$ cat src/rtl/seq_pkg.sv
package seq_pkg;

  localparam logic [5:0] OP_BR_NE  = 6'h30;
  localparam logic [5:0] OP_BR_EQ  = 6'h31;
  localparam logic [5:0] OP_BR_BC  = 6'h32;
  localparam logic [5:0] OP_BR_BS  = 6'h33;
  localparam logic [5:0] OP_RETURN = 6'h34;
  localparam logic [5:0] OP_CALL   = 6'h35;
  localparam logic [5:0] OP_WAIT   = 6'h36;

  localparam int OFF_W = 16;
  localparam int SEL_LO = 16;
  localparam int IRQ_BIT = 25;

  typedef enum logic [2:0] {
    ACT_STEP,
    ACT_JUMP,
    ACT_CALL,
    ACT_RET,
    ACT_WAIT
  } act_e;

  function automatic logic is_cond_branch(input logic [5:0] op);
    return (op >= OP_BR_NE) && (op <= OP_BR_BS);
  endfunction

  // branch condition
  function automatic logic br_taken(input logic [5:0] op, input logic [4:0] sel,
                                    input logic [31:0] v);
    logic hit;
    hit = 1'b0;
    case (op)
      OP_BR_NE: hit = (v != {27'd0, sel});
      OP_BR_EQ: hit = (v == {27'd0, sel});
      OP_BR_BC: hit = ~v[sel];
      OP_BR_BS: hit = v[sel];
      default:  hit = 1'b0;
    endcase
    return hit;
  endfunction

endpackage

$ cat src/rtl/seq_branch_unit.sv
module seq_branch_unit
  import seq_pkg::*;
#(
  parameter int PC_W = 12
) (
  input  logic [PC_W-1:0] pc,
  input  logic [5:0]      op,
  input  logic [25:0]     fields,
  input  logic [31:0]     test_val,
  input  logic            in_avail,
  output act_e            act,
  output logic [PC_W-1:0] jump_tgt,
  output logic            ret_irq
);

  logic [PC_W-1:0] off_ext;
  logic [PC_W-1:0] rel_tgt;
  logic [PC_W-1:0] abs_tgt;
  logic            taken;
  logic            unused_fields;

  assign unused_fields = ^fields;

  // sign-extend (or truncate) the offset to the PC width, wrap on add
  assign off_ext = PC_W'($signed(fields[OFF_W-1:0]));
  assign rel_tgt = pc + off_ext;
  // absolute target
  assign abs_tgt = fields[PC_W-1:0];
  assign taken   = br_taken(op, fields[SEL_LO+4:SEL_LO], test_val);
  assign ret_irq = (op == OP_RETURN) && fields[IRQ_BIT];

  always_comb begin
    act      = ACT_STEP;
    jump_tgt = rel_tgt;
    if (is_cond_branch(op)) begin
      act = taken ? ACT_JUMP : ACT_STEP;
    end else begin
      case (op)
        OP_CALL: begin
          act      = ACT_CALL;
          jump_tgt = abs_tgt;
        end
        OP_RETURN: act = ACT_RET;
        OP_WAIT:   act = in_avail ? ACT_STEP : ACT_WAIT;
        default:   act = ACT_STEP;
      endcase
    end
  end

endmodule

$ cat src/rtl/seq_ret_stack.sv
module seq_ret_stack #(
  parameter int PC_W  = 12,
  parameter int DEPTH = 8
) (
  input  logic            clk,
  input  logic            rst,
  input  logic            push_req,
  input  logic            pop_req,
  input  logic [PC_W-1:0] push_data,
  output logic [PC_W-1:0] top,
  output logic            empty,
  output logic            full,
  output logic            err
);

  localparam int SP_W  = $clog2(DEPTH + 1);
  localparam int IDX_W = $clog2(DEPTH);

  logic [SP_W-1:0] sp;
  logic [PC_W-1:0] slots [DEPTH];
  logic            do_push;
  logic            do_pop;
  logic            bad_op;

  assign empty   = (sp == '0);
  assign full    = (sp == SP_W'(DEPTH));
  assign do_push = push_req && !full;
  assign do_pop  = pop_req && !empty;
  assign bad_op  = (push_req && full) || (pop_req && empty);

  for (genvar i = 0; i < DEPTH; i++) begin : g_slot
    logic [PC_W-1:0] ent_q;
    always_ff @(posedge clk) begin
      if (do_push && sp == SP_W'(i)) ent_q <= push_data;
    end
    assign slots[i] = ent_q;
  end

  assign top = empty ? '0 : slots[IDX_W'(sp - 1'b1)];

  always_ff @(posedge clk) begin
    if (rst) begin
      sp  <= '0;
      err <= 1'b0;
    end else begin
      if (do_push)      sp <= sp + 1'b1;
      else if (do_pop)  sp <= sp - 1'b1;
      if (bad_op)       err <= 1'b1;
    end
  end

  p_sp_bound_r10: assert property (@(posedge clk) disable iff (rst)
    sp <= SP_W'(DEPTH));

  p_full_keeps_sp_r10: assert property (@(posedge clk) disable iff (rst)
    (push_req && full) |=> $stable(sp));

  p_empty_keeps_sp_r10: assert property (@(posedge clk) disable iff (rst)
    (pop_req && empty) |=> $stable(sp));

  p_err_sticky_r11: assert property (@(posedge clk) disable iff (rst)
    err |=> err);

endmodule

$ cat src/rtl/seq_wait_ctl.sv
module seq_wait_ctl (
  input  logic clk,
  input  logic rst,
  input  logic park,
  input  logic in_avail,
  output logic waiting,
  output logic resume
);

  assign resume = waiting && in_avail;

  always_ff @(posedge clk) begin
    if (rst)          waiting <= 1'b0;
    else if (resume)  waiting <= 1'b0;
    else if (park)    waiting <= 1'b1;
  end

  p_resume_clears_r9: assert property (@(posedge clk) disable iff (rst)
    (waiting && in_avail) |=> !waiting);

  p_park_sets_r9: assert property (@(posedge clk) disable iff (rst)
    (!waiting && park) |=> waiting);

endmodule

$ cat src/rtl/prog_sequencer.sv
module prog_sequencer
  import seq_pkg::*;
#(
  parameter int PC_W  = 12,
  parameter int DEPTH = 8
) (
  input  logic            clk,
  input  logic            rst,
  input  logic            instr_valid,
  input  logic [5:0]      op_code,
  input  logic [25:0]     op_fields,
  input  logic [31:0]     test_val,
  input  logic            in_avail,
  output logic [PC_W-1:0] fetch_pc,
  output logic            stall,
  output logic            irq_done,
  output logic            stack_err
);

  act_e            act;
  logic [PC_W-1:0] jump_tgt;
  logic [PC_W-1:0] pc_inc;
  logic [PC_W-1:0] pc_nxt;
  logic [PC_W-1:0] ret_addr;
  logic            ret_irq;
  logic            waiting;
  logic            resume;
  logic            exec;
  logic            exec_call;
  logic            exec_ret;
  logic            exec_park;
  logic            stk_empty;
  logic            stk_full;

  assign exec      = instr_valid && !waiting;
  assign exec_call = exec && (act == ACT_CALL);
  assign exec_ret  = exec && (act == ACT_RET);
  assign exec_park = exec && (act == ACT_WAIT);
  assign pc_inc    = fetch_pc + 1'b1;

  seq_branch_unit #(.PC_W(PC_W)) u_branch (
    .pc       (fetch_pc),
    .op       (op_code),
    .fields   (op_fields),
    .test_val (test_val),
    .in_avail (in_avail),
    .act      (act),
    .jump_tgt (jump_tgt),
    .ret_irq  (ret_irq)
  );

  seq_ret_stack #(.PC_W(PC_W), .DEPTH(DEPTH)) u_stack (
    .clk       (clk),
    .rst       (rst),
    .push_req  (exec_call),
    .pop_req   (exec_ret),
    .push_data (pc_inc),
    .top       (ret_addr),
    .empty     (stk_empty),
    .full      (stk_full),
    .err       (stack_err)
  );

  seq_wait_ctl u_wait (
    .clk      (clk),
    .rst      (rst),
    .park     (exec_park),
    .in_avail (in_avail),
    .waiting  (waiting),
    .resume   (resume)
  );

  always_comb begin
    pc_nxt = fetch_pc;
    if (waiting) begin
      if (resume) pc_nxt = pc_inc;
    end else if (instr_valid) begin
      case (act)
        ACT_JUMP: pc_nxt = jump_tgt;
        ACT_CALL: pc_nxt = jump_tgt;
        ACT_RET:  pc_nxt = stk_empty ? pc_inc : ret_addr;
        ACT_WAIT: pc_nxt = fetch_pc;
        default:  pc_nxt = pc_inc;
      endcase
    end
  end

  always_ff @(posedge clk) begin
    if (rst) begin
      fetch_pc <= '0;
      irq_done <= 1'b0;
    end else begin
      fetch_pc <= pc_nxt;
      irq_done <= exec_ret && ret_irq;
    end
  end

  assign stall = waiting;

  p_idle_hold_r2: assert property (@(posedge clk) disable iff (rst)
    (!instr_valid && !stall) |=> fetch_pc == $past(fetch_pc));

  p_call_target_r6: assert property (@(posedge clk) disable iff (rst)
    (instr_valid && !stall && op_code == OP_CALL)
      |=> fetch_pc == $past(op_fields[PC_W-1:0]));

  p_irq_source_r8: assert property (@(posedge clk) disable iff (rst)
    irq_done |-> $past(instr_valid && !stall && op_code == OP_RETURN && op_fields[25]));

  p_wait_hold_r9: assert property (@(posedge clk) disable iff (rst)
    (stall && !in_avail) |=> stall && $stable(fetch_pc));

  p_no_stall_no_err_r1: assert property (@(posedge clk)
    rst |=> !stall && !irq_done && !stack_err && fetch_pc == '0);

endmodule

$ cat config.mk
export PLATFORM = sky130hd
export DESIGN_NAME = prog_sequencer
export DESIGN_NICKNAME = d
export VERILOG_FILES = /design/src/rtl/seq_pkg.sv /design/src/rtl/seq_branch_unit.sv /design/src/rtl/seq_ret_stack.sv /design/src/rtl/seq_wait_ctl.sv /design/src/rtl/prog_sequencer.sv
export SDC_FILE = /design/constraint.sdc
export NUM_CORES = 1
export LEC_CHECK = 0
export BUFFER_PORTS_ARGS = -buffer_cell sky130_fd_sc_hd__buf_2
export CAP_MARGIN = 10
export CORE_ASPECT_RATIO = 1.1
export CORE_MARGIN = 4
export CORE_UTILIZATION = 30
export CTS_BUF_LIST = sky130_fd_sc_hd__clkbuf_4 sky130_fd_sc_hd__clkbuf_8
export CTS_CLUSTER_SIZE = 16
export DETAILED_ROUTE_END_ITERATION = 8
export SLEW_MARGIN = 20
export SYNTH_ARGS = -nofsm -noshare
export SYNTH_HDL_FRONTEND = slang
export SYNTH_SLANG_ARGS = --single-unit
$ cat constraint.sdc
create_clock -name clk -period 5.1 [get_ports clk]
set_input_delay 0.51 -clock clk [delete_from_list [all_inputs] [get_ports clk]]
set_output_delay 0.51 -clock clk [all_outputs]
set_load 0.1 [all_outputs]
* Yosys cells after proc, flatten, opt, wreduce, memory -nomap -nowiden
Cells that the tools add are included.
** Operators by class
- $add $sub $neg :: 4
- Magnitude comparators :: 4
- Equal/unequal tests :: 23
- Mux-type cells :: 19
- Bitwise gates (word level) :: 2
- Reduce and logical (&&, ||, !) cells :: 30
** Operators with widths (count)
- $mux 12 :: 8
- $eq 6x6->1 const B :: 7
- $bmux 12 s3 :: 1
- $pmux 12 s3 :: 1
- $eq 32x5->1 :: 1
- $ne 32x5->1 :: 1
- $logic_and 1x1->1 :: 20
- $eq 4x3->1 const B :: 4
- $add 12x1->12 const B :: 1
- $add 12x12->12 :: 1
- $pmux 3 s3 :: 1
- $eq 4x2->1 const B :: 2
- $mux 4 :: 2
- $eq 3x2->1 const B :: 2
- $ge 6x6->1 const B :: 1
- $le 6x6->1 const B :: 1
- $lt 5x6->1 const B :: 1
- $mux 3 :: 2
- $bmux 1 s5 :: 1
- $add 4x1->4 const B :: 1
- $eq 4x1->1 const B :: 1
- $eq 4x4->1 const B :: 1
- $ge 4x4->1 const B :: 1
- $logic_not 4->1 :: 1
- other kinds (14) :: 19
** Word-level totals
- Register bits :: 115
- Output and inout bits :: 15
- Word-level logic and storage cells :: 95

* Depth between registers and ports, before layout
- Word-level depth :: 11
- Mapped depth :: 13

* Hierarchy
From an unflattened synthesis, not the netlist that was laid out.
** Unflattened totals
- Cells, all modules :: 563
- Area, all modules :: 6648.9 um^2
** By module, submodules not included
- seq_ret_stack :: instances 1, cells each 231, area each 4116.4 um^2
- prog_sequencer :: instances 1, cells each 191, area each 1365.1 um^2
- seq_branch_unit :: instances 1, cells each 137, area each 1124.8 um^2
- seq_wait_ctl :: instances 1, cells each 4, area each 42.5 um^2

* Worst setup path after synthesis
Ideal clock, no wire load.
- Kind :: register to register
- From :: register u_stack.sp[0]
- To :: register fetch_pc[9]
- Setup time :: 139 ps
- Arrival time :: 3141 ps
- Data required time :: 4961 ps
- Path slack :: 1820 ps
- Cell stages (with the launch flop) :: 14
- Buffers on the path :: 4
- Period minus slack after synthesis :: 3280 ps
- Path through :: dfxtp_1 > clkbuf_1 > buf_2 > inv_1 > ha_1 > clkbuf_1 > clkbuf_1 > mux4_2 > mux2i_1 > nor2_1 > a31oi_1 > nor2_1 > a221oi_1 > o32ai_1
** On the way
- Cells in the longest elaborated chain, start to end :: 9
- Elaborated cells on any way between the ends :: 10
** RTL lines
- start, declared :: RTL line seq_ret_stack.sv:19 : logic [SP_W-1:0] sp;
- start signal, assigned :: RTL line seq_ret_stack.sv:46 : if (do_push) sp <= sp + 1'b1;
- start signal, assigned :: RTL line seq_ret_stack.sv:47 : else if (do_pop) sp <= sp - 1'b1;
- $sub 4x1->4 :: RTL line seq_ret_stack.sv:39 : assign top = empty ? '0 : slots[IDX_W'(sp - 1'b1)];
- $not 3->4 (not written as such) :: RTL line seq_ret_stack.sv:39
- $bmux 12 s3 :: RTL line seq_ret_stack.sv:39
- $mux 12 (not written as such) (2 in a row) :: RTL line seq_ret_stack.sv:39
- $mux 12 * :: RTL line prog_sequencer.sv:81 : ACT_RET: pc_nxt = stk_empty ? pc_inc : ret_addr;
- $pmux 12 s3 * :: RTL line prog_sequencer.sv:78 : case (act)
- $mux 12 * :: RTL line prog_sequencer.sv:77 : end else if (instr_valid) begin
- $mux 12 * :: RTL line prog_sequencer.sv:75 : if (waiting) begin
- end signal, assigned :: RTL line prog_sequencer.sv:93 : fetch_pc <= pc_nxt;
- end, declared :: RTL line prog_sequencer.sv:14 : output logic [PC_W-1:0] fetch_pc,
Mark *: on every way between the ends. The rest lies on a longest branch, timed or not. The select of a mux whose other input is x is not followed.
A chain may end at the register's enable or synchronous reset.

* Final worst setup path
- From :: input op_fields[17]
- To :: register fetch_pc[5]
** On the way
- Cells in the longest elaborated chain, start to end :: 11
- Elaborated cells on any way between the ends :: 18
** RTL lines
- start, declared :: RTL line prog_sequencer.sv:11 : input logic [25:0] op_fields,
- $bmux 1 s5 :: RTL line seq_pkg.sv:35, seq_pkg.sv:36
- $mux 1 (not written as such) :: RTL line seq_pkg.sv:35, seq_pkg.sv:36
- $not 1->1 :: RTL line seq_pkg.sv:35 : OP_BR_BC: hit = ~v[sel];
- $pmux 1 s4 * :: RTL line seq_pkg.sv:32 : case (op)
- $mux 1 * :: RTL line seq_branch_unit.sv:36 : act = taken ? ACT_JUMP : ACT_STEP;
- $mux 3 * :: RTL line seq_branch_unit.sv:35 : if (is_cond_branch(op)) begin
- $eq 3x2->1 or $eq 3x1->1 (tied branches) :: RTL line prog_sequencer.sv:78
- $reduce_or 2->1 (no line)
- $pmux 12 s3 :: RTL line prog_sequencer.sv:78
- $mux 12 :: RTL line prog_sequencer.sv:77
- $mux 12 :: RTL line prog_sequencer.sv:75
Marks and branches as above.

==> impl_results.md <==
- Final ANT Viol Nets: 0
- Share of cells above drive strength 1: 0.267
- Slew headroom: 0.299
- PostCTS Resize Cnt: 0
- Clock Path Buffers: 2
- CP Data Arrival Time: 3.37 ns
- Max-cap violations: 0
- IO buf count: 74
- Vias per inst: 5.29
- Fin crit share: 0.603
- First-pass GRT wire length: 23.5 mm
- Synth Instances: 481
- CTS Sinks: 115
- Worst Tran Pin Value: between 1 and 1.5 ns
- Adder-Cell Fraction of Synth Area: 0.0360
- Boundary Pins: 83
- Die H: around 160 um
- Outcome: completed
- F_max: 325 MHz
- Final Total Pwr: 0.00203 W
- Mux share of post-synthesis cell area: 0.146
- Main synth FF type: edfxtp_1
- Number of H-tree levels: 4
- Worst IR Drop VDD: 147 uV
- Core area: 0.0199 mm2
- Initial DRC Count: 241
- Pin count of the biggest net entering global routing: 29
- Number of flops mapped to enable cells by yosys: 96
- Post-detailed-route DRC marker count: 0
- Worst Hold Class: in2reg
- Simple-Gate Fraction of Synth Area: 0.124
- Max Slew Vio Count: 0
- Area of the die: 0.0227 mm2
- Asr flop ratio synth: 0
- Tot GR Track Use: 0.134
- Seq/Total Area, Yosys: 0.534
- RSZ-0062 raised after global routing: no
- Post-synthesis xor/xnor area fraction: 0.0358
- Grt ovf: 0
- CP Capture Type: flop
- Initial Utilization: 0.307
- Num CTS Buffers: 17
- Setup Fix Bufs, Post-CTS: 0
- Syn_area_per_cell: 12.7 um2
- CTS tree: done
- Worst-path clk slew: 0.08 ns
- Initial antenna violation count: 0
- Setup Viol. Count Final: 0
- Final TNS setup: 0 ns
- Leakage power: 2.58 nW
- Drt pass-1 iters: 5
- Seq cells post-synth: ~120
- Yosys warns: 0
- Worst Path Required: 5.40 ns
- Hold bufs inserted after CTS: 0
- Die W: roughly 140 um
- Drt total wl: 14.6 mm
- Crit path time final: 3.08 ns
- Clk_skew: approximately 0.011 ns
- Final nets: 641
- Synth Cell Area: 0.00612 mm2
- Via count: 4,340
- Compound-Gate Fraction of Synth Area: 0.101
- Crit Path Max Fanout: 19
- Worst skew pair latency: 0.43 ns
- Vias in the first global route: 4,609
- Area Growth Syn to Fin: 16.3%
- Row Count: 54
- Setup Crit Path Kind: in2reg
- Largest family of logic cells by synthesized area: multiplexers
- Antenna diodes: 0
- Final Hold Vio Count: 0
- Final Wtd Congestion: 0.842
- CP startpoint kind: primary input
- Power per cell area: ~290 mW/mm2
- Wirelength per Cell: 17.7 um
- Synth cell types: 54
- # fillers: 1,934
- Root Buffer: clkbuf_8
- Mapped Nets: 566
- DPL Wire Length: 10.7 mm
kinds of logic (layout without fill, tap and decap cells):
| logic type | Yosys count | in the layout |
|---|---|---|
| AOI/OAI and AO/OA | 92 | 92 |
| xor gates and xnor gates | 25 | 25 |
| adders and majority gates | 17 | 17 |
| buffers and inverters | 32 | 120 |
| DFF | 115 | 115 |
| muxes | 49 | 49 |
| and+or+nand+nor | 151 | 151 |
flip-flops by register name, summed over array words and instances, names as in the netlist:
name	flops
irq_done	1
u_stack.err	1
u_stack.g_slot.ent_q	96
fetch_pc	12
u_wait.waiting	1
u_stack.sp	4
per-layer routing:
| layer | track usage | vias up | part of all wire |
|---|---|---|---|
| met3 | 0.0263 | 30 | 0.052 |
| li1 | - | 2039 | - |
| met4 | 0.0569 | 0 | 0.025 |
| met2 | 0.238 | 159 | 0.52 |
| met5 | 0 | - | 0 |
| met1 | 0.157 | 2112 | 0.41 |
cell usage in the layout (no fill, tap or decap), types with 3 or more instances in the layout:
cell,count
nand4_1,5
mux2i_1,15
nor3_1,21
a211oi_1,11
xnor2_1,16
clkbuf_8,17
clkinv_4,5
o31ai_1,3
nand2_1,26
and3_1,6
nand2b_1,9
nand3_1,11
edfxtp_1,96
ha_1,16
buf_2,74
a21oi_1,24
nor2_1,41
nor4_1,6
buf_4,5
a31oi_1,5
or3_1,3
inv_6,5
mux4_2,32
xor2_1,9
a221oi_1,6
inv_1,9
o21ai_0,19
and2_1,5
nor2b_1,8
dfxtp_1,18
critical path: stages:
cell       delay [ns]
buf_2            0.26
mux4_2           0.54
mux2_2           0.28
a311oi_2         0.38
mux2i_1          0.21
o21bai_4         0.43
mux2i_1          0.24
nor3_1           0.05
a2111oi_0        0.45
Yosys cell counts (3+ instances only):
| master | n | share of area |
|---|---|---|
| edfxtp_1 | 96 | 0.47 |
| nor2_1 | 41 | 0.025 |
| mux4_2 | 32 | 0.12 |
| nand2_1 | 26 | 0.016 |
| a21oi_1 | 24 | 0.020 |
| nor3_1 | 21 | 0.017 |
| dfxtp_1 | 19 | 0.062 |
| o21ai_0 | 19 | 0.016 |
| ha_1 | 16 | 0.033 |
| xnor2_1 | 16 | 0.023 |
| mux2i_1 | 15 | 0.025 |
| clkbuf_1 | 14 | 0.0086 |
| a211oi_1 | 11 | 0.014 |
| nand3_1 | 11 | 0.0090 |
| inv_1 | 9 | 0.0055 |
| nand2b_1 | 9 | 0.0092 |
| xor2_1 | 9 | 0.013 |
| nor2b_1 | 8 | 0.0082 |
| a221oi_1 | 6 | 0.0086 |
| and3_1 | 6 | 0.0061 |
| nor4_1 | 6 | 0.0061 |
| a31oi_1 | 5 | 0.0051 |
| and2_1 | 5 | 0.0051 |
| buf_2 | 5 | 0.0041 |
| nand4_1 | 5 | 0.0051 |
| o31ai_1 | 3 | 0.0037 |
| or3_1 | 3 | 0.0031 |
report_power, final:
| group | switching, W | internal, W |
|---|---|---|
| registers | 0.00000899 | 0.00102 |
| logic | 0.000125 | 0.0000760 |
| clock network | 0.000403 | 0.000397 |
area by class of cell:
class,count,area (um2),share of cell area
clock buffers,17,234,0.0329
clock inverters,15,149,0.0209
inverters,9,33.8,0.00475
multi-input cells,334,2710,0.381
flip-flops and latches,115,3260,0.459
well taps,252,315,0.0443
repair buffers,79,408,0.0573
through the flow:
stage	hold slack [ns]	instance area (um2)	worst slack (ns)	util	instances
after floorplan	0.502	6120	1.82	-	481
after detailed placement	0.531	6730	1.58	0.338	789
after global routing	0.270	7120	1.79	0.357	821
final	0.276	7120	2.02	0.357	821
after CTS	0.251	7120	2.00	0.357	821
after global placement	0.483	6730	1.70	0.338	789
final timing paths:
kind                                                 start                     endpoint  slack (ns)  cells past startpoint
worst max-delay path                         op_fields[17]     fetch_pc[5]$_SDFFE_PP0P_        2.02                      9
worst min register to register    u_stack.err$_SDFFE_PP0P_     u_stack.err$_SDFFE_PP0P_        0.54                      2
worst max register to register  u_stack.sp[1]$_SDFFE_PP0P_     fetch_pc[5]$_SDFFE_PP0P_        2.03                      7
worst min-delay path                              in_avail  u_wait.waiting$_SDFFE_PP0P_        0.28                      2
(Power assumes the default switching activity.)
